File: src/rtl/bsq_pkg.sv
package bsq_pkg;
  localparam int BURST_W = 2;

  typedef enum logic {
    ORD_LINEAR     = 1'b0,
    ORD_INTERLEAVE = 1'b1
  } order_e;
endpackage

File: src/rtl/bsq_strobe_gate.sv
module bsq_strobe_gate (
  input  logic strobe_p_n,
  input  logic strobe_c_n,
  input  logic chip_en_n,
  input  logic adv_n,
  output logic load,
  output logic step
);
  logic p_load;
  logic c_load;

  always_comb begin
    p_load = ~strobe_p_n & ~chip_en_n;
    c_load = ~strobe_c_n;
    load   = p_load | c_load;
    step   = ~adv_n & ~load;
  end
endmodule

File: src/rtl/bsq_burst_cnt.sv
module bsq_burst_cnt #(
  parameter int CNT_W = bsq_pkg::BURST_W
) (
  input  logic             clk,
  input  logic             rst,
  input  logic             load,
  input  logic             step,
  output logic [CNT_W-1:0] cnt
);
  localparam logic [CNT_W-1:0] ONE = CNT_W'(1);

  always_ff @(posedge clk) begin
    if (rst)
      cnt <= '0;
    else if (load)
      cnt <= '0;
    else if (step)
      cnt <= cnt + ONE;
  end

  AST_LOAD_CLEARS: assert property (@(posedge clk) disable iff (rst)
    load |=> (cnt == '0));
  AST_STEP_ONE: assert property (@(posedge clk) disable iff (rst)
    (!load && step) |=> (cnt == CNT_W'($past(cnt) + ONE)));
  AST_COUNT_HOLD: assert property (@(posedge clk) disable iff (rst)
    (!load && !step) |=> $stable(cnt));
endmodule

File: src/rtl/bsq_base_reg.sv
module bsq_base_reg #(
  parameter int ADDR_W = 18
) (
  input  logic              clk,
  input  logic              rst,
  input  logic              load,
  input  logic [ADDR_W-1:0] addr_in,
  output logic [ADDR_W-1:0] base
);
  always_ff @(posedge clk) begin
    if (rst)
      base <= '0;
    else if (load)
      base <= addr_in;
  end

  AST_BASE_HOLD: assert property (@(posedge clk) disable iff (rst)
    !load |=> $stable(base));
endmodule

File: src/rtl/bsq_order_map.sv
module bsq_order_map #(
  parameter int CNT_W = bsq_pkg::BURST_W
) (
  input  logic [CNT_W-1:0] start_lo,
  input  logic [CNT_W-1:0] cnt,
  input  bsq_pkg::order_e  order,
  output logic [CNT_W-1:0] lo
);
  logic [CNT_W-1:0] lin_lo;
  logic [CNT_W-1:0] xor_lo;

  always_comb lin_lo = start_lo + cnt;

  for (genvar b = 0; b < CNT_W; b++) begin : g_xor
    assign xor_lo[b] = start_lo[b] ^ cnt[b];
  end

  always_comb begin
    if (order == bsq_pkg::ORD_INTERLEAVE)
      lo = xor_lo;
    else
      lo = lin_lo;
  end
endmodule

File: src/rtl/burst_addr_seq.sv
module burst_addr_seq #(
  parameter int ADDR_W = 18
) (
  input  logic              clk,
  input  logic              rst,
  input  logic [ADDR_W-1:0] addr_in,
  input  logic              strobe_p_n,
  input  logic              strobe_c_n,
  input  logic              chip_en_n,
  input  logic              adv_n,
  input  logic              interleave,
  output logic [ADDR_W-1:0] addr_out,
  output logic [1:0]        burst_pos
);
  localparam int CNT_W = bsq_pkg::BURST_W;

  logic              load;
  logic              step;
  logic [ADDR_W-1:0] base;
  logic [CNT_W-1:0]  cnt;
  logic [CNT_W-1:0]  lo;
  bsq_pkg::order_e   order;

  always_comb order = bsq_pkg::order_e'(interleave);

  bsq_strobe_gate u_gate (
    .strobe_p_n (strobe_p_n),
    .strobe_c_n (strobe_c_n),
    .chip_en_n  (chip_en_n),
    .adv_n      (adv_n),
    .load       (load),
    .step       (step)
  );

  bsq_base_reg #(.ADDR_W(ADDR_W)) u_base (
    .clk     (clk),
    .rst     (rst),
    .load    (load),
    .addr_in (addr_in),
    .base    (base)
  );

  bsq_burst_cnt #(.CNT_W(CNT_W)) u_cnt (
    .clk  (clk),
    .rst  (rst),
    .load (load),
    .step (step),
    .cnt  (cnt)
  );

  bsq_order_map #(.CNT_W(CNT_W)) u_map (
    .start_lo (base[CNT_W-1:0]),
    .cnt      (cnt),
    .order    (order),
    .lo       (lo)
  );

  always_comb begin
    addr_out  = {base[ADDR_W-1:CNT_W], lo};
    burst_pos = cnt;
  end

  AST_RESET_CLEAR: assert property (@(posedge clk)
    rst |=> (addr_out == '0 && burst_pos == 2'd0));
  AST_CTRL_LOAD: assert property (@(posedge clk) disable iff (rst)
    !strobe_c_n |=> (addr_out == $past(addr_in) && burst_pos == 2'd0));
  AST_PROC_GATED: assert property (@(posedge clk) disable iff (rst)
    (strobe_c_n && chip_en_n && adv_n) |=>
      ($stable(burst_pos) && $stable(addr_out[ADDR_W-1:CNT_W])));
  AST_UPPER_FIXED: assert property (@(posedge clk) disable iff (rst)
    (strobe_c_n && (strobe_p_n || chip_en_n)) |=>
      $stable(addr_out[ADDR_W-1:CNT_W]));
endmodule

File: config.mk
export PLATFORM = sky130hd
export DESIGN_NAME = burst_addr_seq
export DESIGN_NICKNAME = d
export VERILOG_FILES = /design/src/rtl/bsq_pkg.sv /design/src/rtl/bsq_strobe_gate.sv /design/src/rtl/bsq_burst_cnt.sv /design/src/rtl/bsq_base_reg.sv /design/src/rtl/bsq_order_map.sv /design/src/rtl/burst_addr_seq.sv
export SDC_FILE = /design/constraint.sdc
export NUM_CORES = 1
export LEC_CHECK = 0
export BUFFER_PORTS_ARGS = -buffer_cell sky130_fd_sc_hd__buf_2
export CAP_MARGIN = 15
export CORE_MARGIN = 5
export CORE_UTILIZATION = 41
export CTS_CLUSTER_SIZE = 25
export DETAILED_ROUTE_END_ITERATION = 7
export PLACE_DENSITY = 0.81
export SLEW_MARGIN = 10
export SYNTH_ARGS = -nofsm -noshare
export SYNTH_HDL_FRONTEND = slang
export SYNTH_HIERARCHICAL = 1
export SYNTH_SLANG_ARGS = --single-unit
File: constraint.sdc
create_clock -name clk -period 1.2 [get_ports clk]
set_input_delay 0.06 -clock clk [delete_from_list [all_inputs] [get_ports clk]]
set_output_delay 0.06 -clock clk [all_outputs]
set_load 0.005 [all_outputs]
* Yosys cells after proc, flatten, opt, wreduce, memory -nomap -nowiden
Cells that the tools add are included.
** Operators by class
- Reduce and logical (&&, ||, !) cells :: 1
- Bitwise logic cells :: 10
- Muxes and demuxes :: 1
- $add $sub $neg :: 2
** Operators with widths (count)
- 1-bit NOT :: 5
- 2-bit by 1-bit adder with 2-bit output (second input constant) :: 1
- 2-bit adder :: 1
- 1-bit AND :: 2
- 2-bit two-way mux :: 1
- 2-bit OR reduction :: 1
- 1-bit bitwise XOR :: 2
- 1-bit bitwise OR :: 1
** Storage, ports and cells
- Bits in registers :: 20
- Output and inout port bits :: 20
- Bits of input ports :: 25

* Logic depth before layout (Yosys ltp)
- Depth in word-level cells :: 5
- Mapped depth :: 5
- Mapped depth without buffers :: 4

* Hierarchy
The synthesis kept the hierarchy.
** By module, submodules not included
- bsq_base_reg :: sequential area each 360.3 µm², cells each 58, times used 1, area an instance 649.4 µm²
- bsq_burst_cnt :: sequential area each 40.0 µm², cells each 8, times used 1, area an instance 85.1 µm²
- bsq_order_map :: sequential area each 0.0 µm², cells each 4, times used 1, area an instance 36.3 µm²
- bsq_strobe_gate :: sequential area each 0.0 µm², cells each 2, times used 1, area an instance 12.5 µm²

* Worst setup path after synthesis
Ideal clock, no wire load.
- Path kind :: reg2out
- Start point :: register u_cnt.cnt[0]
- End point :: output port addr_out[1]
- Data required time :: 1140 ps
- Data arrival time :: 823 ps
- Cell stages (with the launch flop) :: 4
- Slack :: 317 ps
- Path through :: dfxtp_1 ha_1 nor2b_1 xnor2_1
** On the way
- Longest elaborated chain between the ends :: 2
** RTL lines
- start, declared :: line bsq_burst_cnt.sv:8 : output logic [CNT_W-1:0] cnt
- start signal, assigned :: line bsq_burst_cnt.sv:18 : cnt <= cnt + ONE;
- 2-bit adder :: line bsq_order_map.sv:12 : always_comb lin_lo = start_lo + cnt;
- 2-bit two-way mux :: line bsq_order_map.sv:19 : if (order == bsq_pkg::ORD_INTERLEAVE)
- end, declared :: line burst_addr_seq.sv:12 : output logic [ADDR_W-1:0] addr_out,
No other way between the ends.

* Worst setup path after layout
Same ends and word-level chain as after synthesis.

==> metrics.sh <==
MAPPEDNETLISTAREA_UM2=783.3
ANT_NETS=0
FP.DIEW_UM=53.71
SYNTH_SEQ_AREA_SHARE_PCT=51.12
WORST_R2R_PATH_DEPTH=3
SYN_TO_FINAL_GROWTH_PCT=52.88
CRITPATHREQUIREDTIME_NS=1.14
SYNTHSIMPLEGATEAREAFRAC_PCT=12.14
POST_SYNTH_NUM_CELL_TYPES=15
ANTENNA_CELLS_INSERTED=0
CP_MAX_FO=2
FLOORPLAN.DIE_AREA_UM2=2884
MOSTFREQUENTLAYOUTCELLS='buf_2 (44), nor2_1 (20), mux2i_1 (18), dfxtp_1 (18), dlygate4sd3_1 (12)'
WORST_IR_DROP_VDD_mV=0.9211
SYNTH.NET_COUNT=98
CLK_TRANSITION_REPORTED_PATHS_NS=0.10
SETUP_VIOL=1
DESIGN_AREA_UM2=1197
FINAL_COMMON_CELL='buf_2'
LAYOUT_MIN_CYCLE_TIME_NS=1.221
SYNTH-COMPOUND-AREA-SHARE_PCT=3.514
REGTOREGSTARTPOINT='u_cnt/cnt[0]'
SYN-INSTANCE-COUNT=72
PORT_BUFFERS=44
AVGSYNTHCELLAREA_UM2=10.88
HOLDCRITPATHCLASS='in -> reg'
INITIAL_UTILIZATION_PCT=44.40
ROWS=15
CTS_TREE='done'
WORST_SETUP_PATH_START_KIND='flip-flop'
RSZ0062_AT_GRT='true'
MIN_DELAY_STARTPOINT='addr_in[3]'
FINALNETCOUNT=158
SYNTH_ADDER_AREA_SHARE_PCT=1.597
VIAS_PER_CELL=4.436
CLOCK_TREE.HTREE_LEVEL_COUNT=1
ROOT_BUFFER='clkbuf_4'
COUNT_OF_CELLS_ALONG_THE_WORST_HOLD_PATH=3
CLK_LATENCY_NS=0.29
CORE_AREA_UM2=1764
WORST_SLEW_PIN_SLEW_NS=0.3261
PLACE_HPWL_UM=1361
CLOCK_SINK_COUNT=20
TOP_LEVEL_PORTS=45
FF2FF_SETUP_SLACK_NS=0.36
WL_PER_CELL_UM=12.06
ANTENNA_FOUND_INITIAL=0
FINAL_LAYOUT_SIZE_SUFFIX_GT1_SHARE_PCT=43.51
R2R-END='u_cnt/cnt[1]'
SYNTH_SEQ_CELLS=20
MAX_CAP_VIOLATIONS=0
DRCVIOLATIONCOUNT=0
SYNTH_XOR_XNOR_AREA_SHARE_PCT=3.355
FIRST_GLOBAL_VIAS=739
WIRELENGTH_UM=1882
SYNTHESIS.YOSYS.WARNINGS=6
GRT_OVERFLOW=0
FINAL_WEIGHTED_CONGESTION_IN_ROUTABILITY_DRIVEN_PLACEMENT=0.6990
DRT_ITER0_DRCS=3
VIOLATIONS='negative setup slack'
FINAL_CRITICAL_PATH_SETUP_SLACK_NS=-0.02133
FINAL_MAX_SLEW_VIOL_COUNT=0
GRTUSAGETOTAL_PCT=15.34
YOSYS-TOP-CELLS-AREA='dfxtp_1 (51%), mux2i_1 (23%), nor2_1 (9.6%), xnor2_1 (3.4%), buf_12 (2.6%)'
TIMING_LIMITED_MAXIMUM_FREQUENCY_MHz=818.8
YOSYS.AREA.TOP_TYPE_SHARE_PCT=51.12
DESIGN_POWER_TOTAL_mW=1.329
GRT_MAX_DEGREE=20
CLOCK-SKEW-FINAL_NS=0.00008540
NETLIST.TOP_CELL.BY_AREA='dfxtp_1'
HOLD_VIOL=0
POWER_PER_CELL_AREA_nW_PER_UM2=1110
FIRST_PASS_ITERS=3
CTS_BUFFER_DEPTH=2
POST-ROUTE-PERIOD-UTIL_PCT=101.8
SYNTH_TOP_FAMILY_BY_AREA='multiplexers'
CELLLEAKAGEPOWER_nW=0.6328
FLOORPLAN.DIE.HEIGHT_UM=53.71
CTS_BUFFERS=3
SYNTH.MUX.AREA_FRACTION_PCT=23.00
FIRST_PASS_GRT_WIRE_LENGTH_UM=3125
ROUTED-VIA-COUNT=692
CP-END-KIND='output pin'
STATUS='complete, but fails checks'
HOLD-PATH-ENDPOINT='u_base/base[3]'
DETAILED_PLACE.AREA_UM2=1008
TIMING_WORST_SETUP_PATH_TYPE='reg -> out'
WORST_SLEW_MARGIN_REL_PCT=78.26
CRITPATHARRIVALTIME_NS=1.16
-- registers in the layout, indices dropped and copies added, names as in the netlist --
name and cells:
u_cnt/cnt 2, u_base/base 18
-- cell type report --
cell class,instances,area (um^2)
Sequential cell,20,405.4
Tap cell,25,31.28
Fill cell,158,566.8
Timing Repair Buffer,59,362.8
Multi-Input combinational cell,48,361.6
Clock buffer,4,36.28
-- timing repair --
item / CTS / global route
hold endpoints to repair: 12 / 0
setup endpoints to repair: 1 / 1
gates resized for setup: 7 / 0
setup buffers: 1 / 0
hold buffers: 12 / 0
pin swaps: 2 / 2
-- critical path, stage by stage, from the launching register on --
cell	delay, ns
dfxtp_4	0.37
ha_4	0.15
nor2b_4	0.12
xnor2_1	0.11
buf_2	0.13
-- power breakdown --
group	leakage, nW	internal, mW	total, mW	switching [mW]
Clock	0.0210	0.185	0.376	0.191
Combinational	0.445	0.135	0.229	0.0945
Sequential	0.166	0.704	0.724	0.0206
Total	0.633	1.02	1.33	0.306
-- worst max-delay path by stage --
stage / slack, ns / startpoint / endpoint
finish: -0.02 / u_cnt/cnt[0] / addr_out[1]
global route: -0.09 / u_base/base[0] / addr_out[1]
CTS: -0.04 / u_cnt/cnt[0] / addr_out[1]
detailed placement: 0.19 / u_cnt/cnt[0] / addr_out[1]
global placement: 0.23 / u_cnt/cnt[0] / addr_out[1]
floorplan: 0.32 / u_cnt/cnt[0] / addr_out[1]
-- metrics by stage --
step | instances | setup WS, ns | hold WS (ns) | setup TNS, ns | utilization, %
final | 156 | -0.02133 | 0.007769 | -0.02133 | 67.87
after floorplan | 72 | 0.3171 | 0.2072 | 0 | -
after CTS | 156 | -0.04299 | 0.0007984 | -0.04299 | 67.87
after global placement | 139 | 0.2259 | 0.2949 | 0 | 57.16
after detailed placement | 139 | 0.1927 | 0.3076 | 0 | 57.16
after global routing | 156 | -0.08529 | 0.006759 | -0.08529 | 67.87
-- synthesized netlist by cell type --
library cell  count
a21oi_2           1
nor2b_1           1
mux2i_1          18
o21ai_2           1
xnor2_1           3
dfxtp_1          20
buf_6             1
nand3b_1          1
ha_1              1
buf_12            1
a21bo_1           1
clkbuf_2          1
or2_1             1
nor2_1           20
buf_2             1
-- kinds of logic (layout without fill, tap and decap cells) --
kind of cell,Yosys count,after routing
buf+inv,4,63
fa+ha+maj,1,1
flops,20,20
compound gates,3,3
mux,18,18
xor+xnor,3,3
simple gates,23,23
-- routing by layer --
metal / part of all wire [%] / global-route usage [%]
met1: 36 / 13.64
met2: 58 / 31.25
met3: 4.4 / 4.986
met4: 1.2 / 5.106
met5: 0 / 0
No activity file was read; power rests on OpenSTA's default activity.
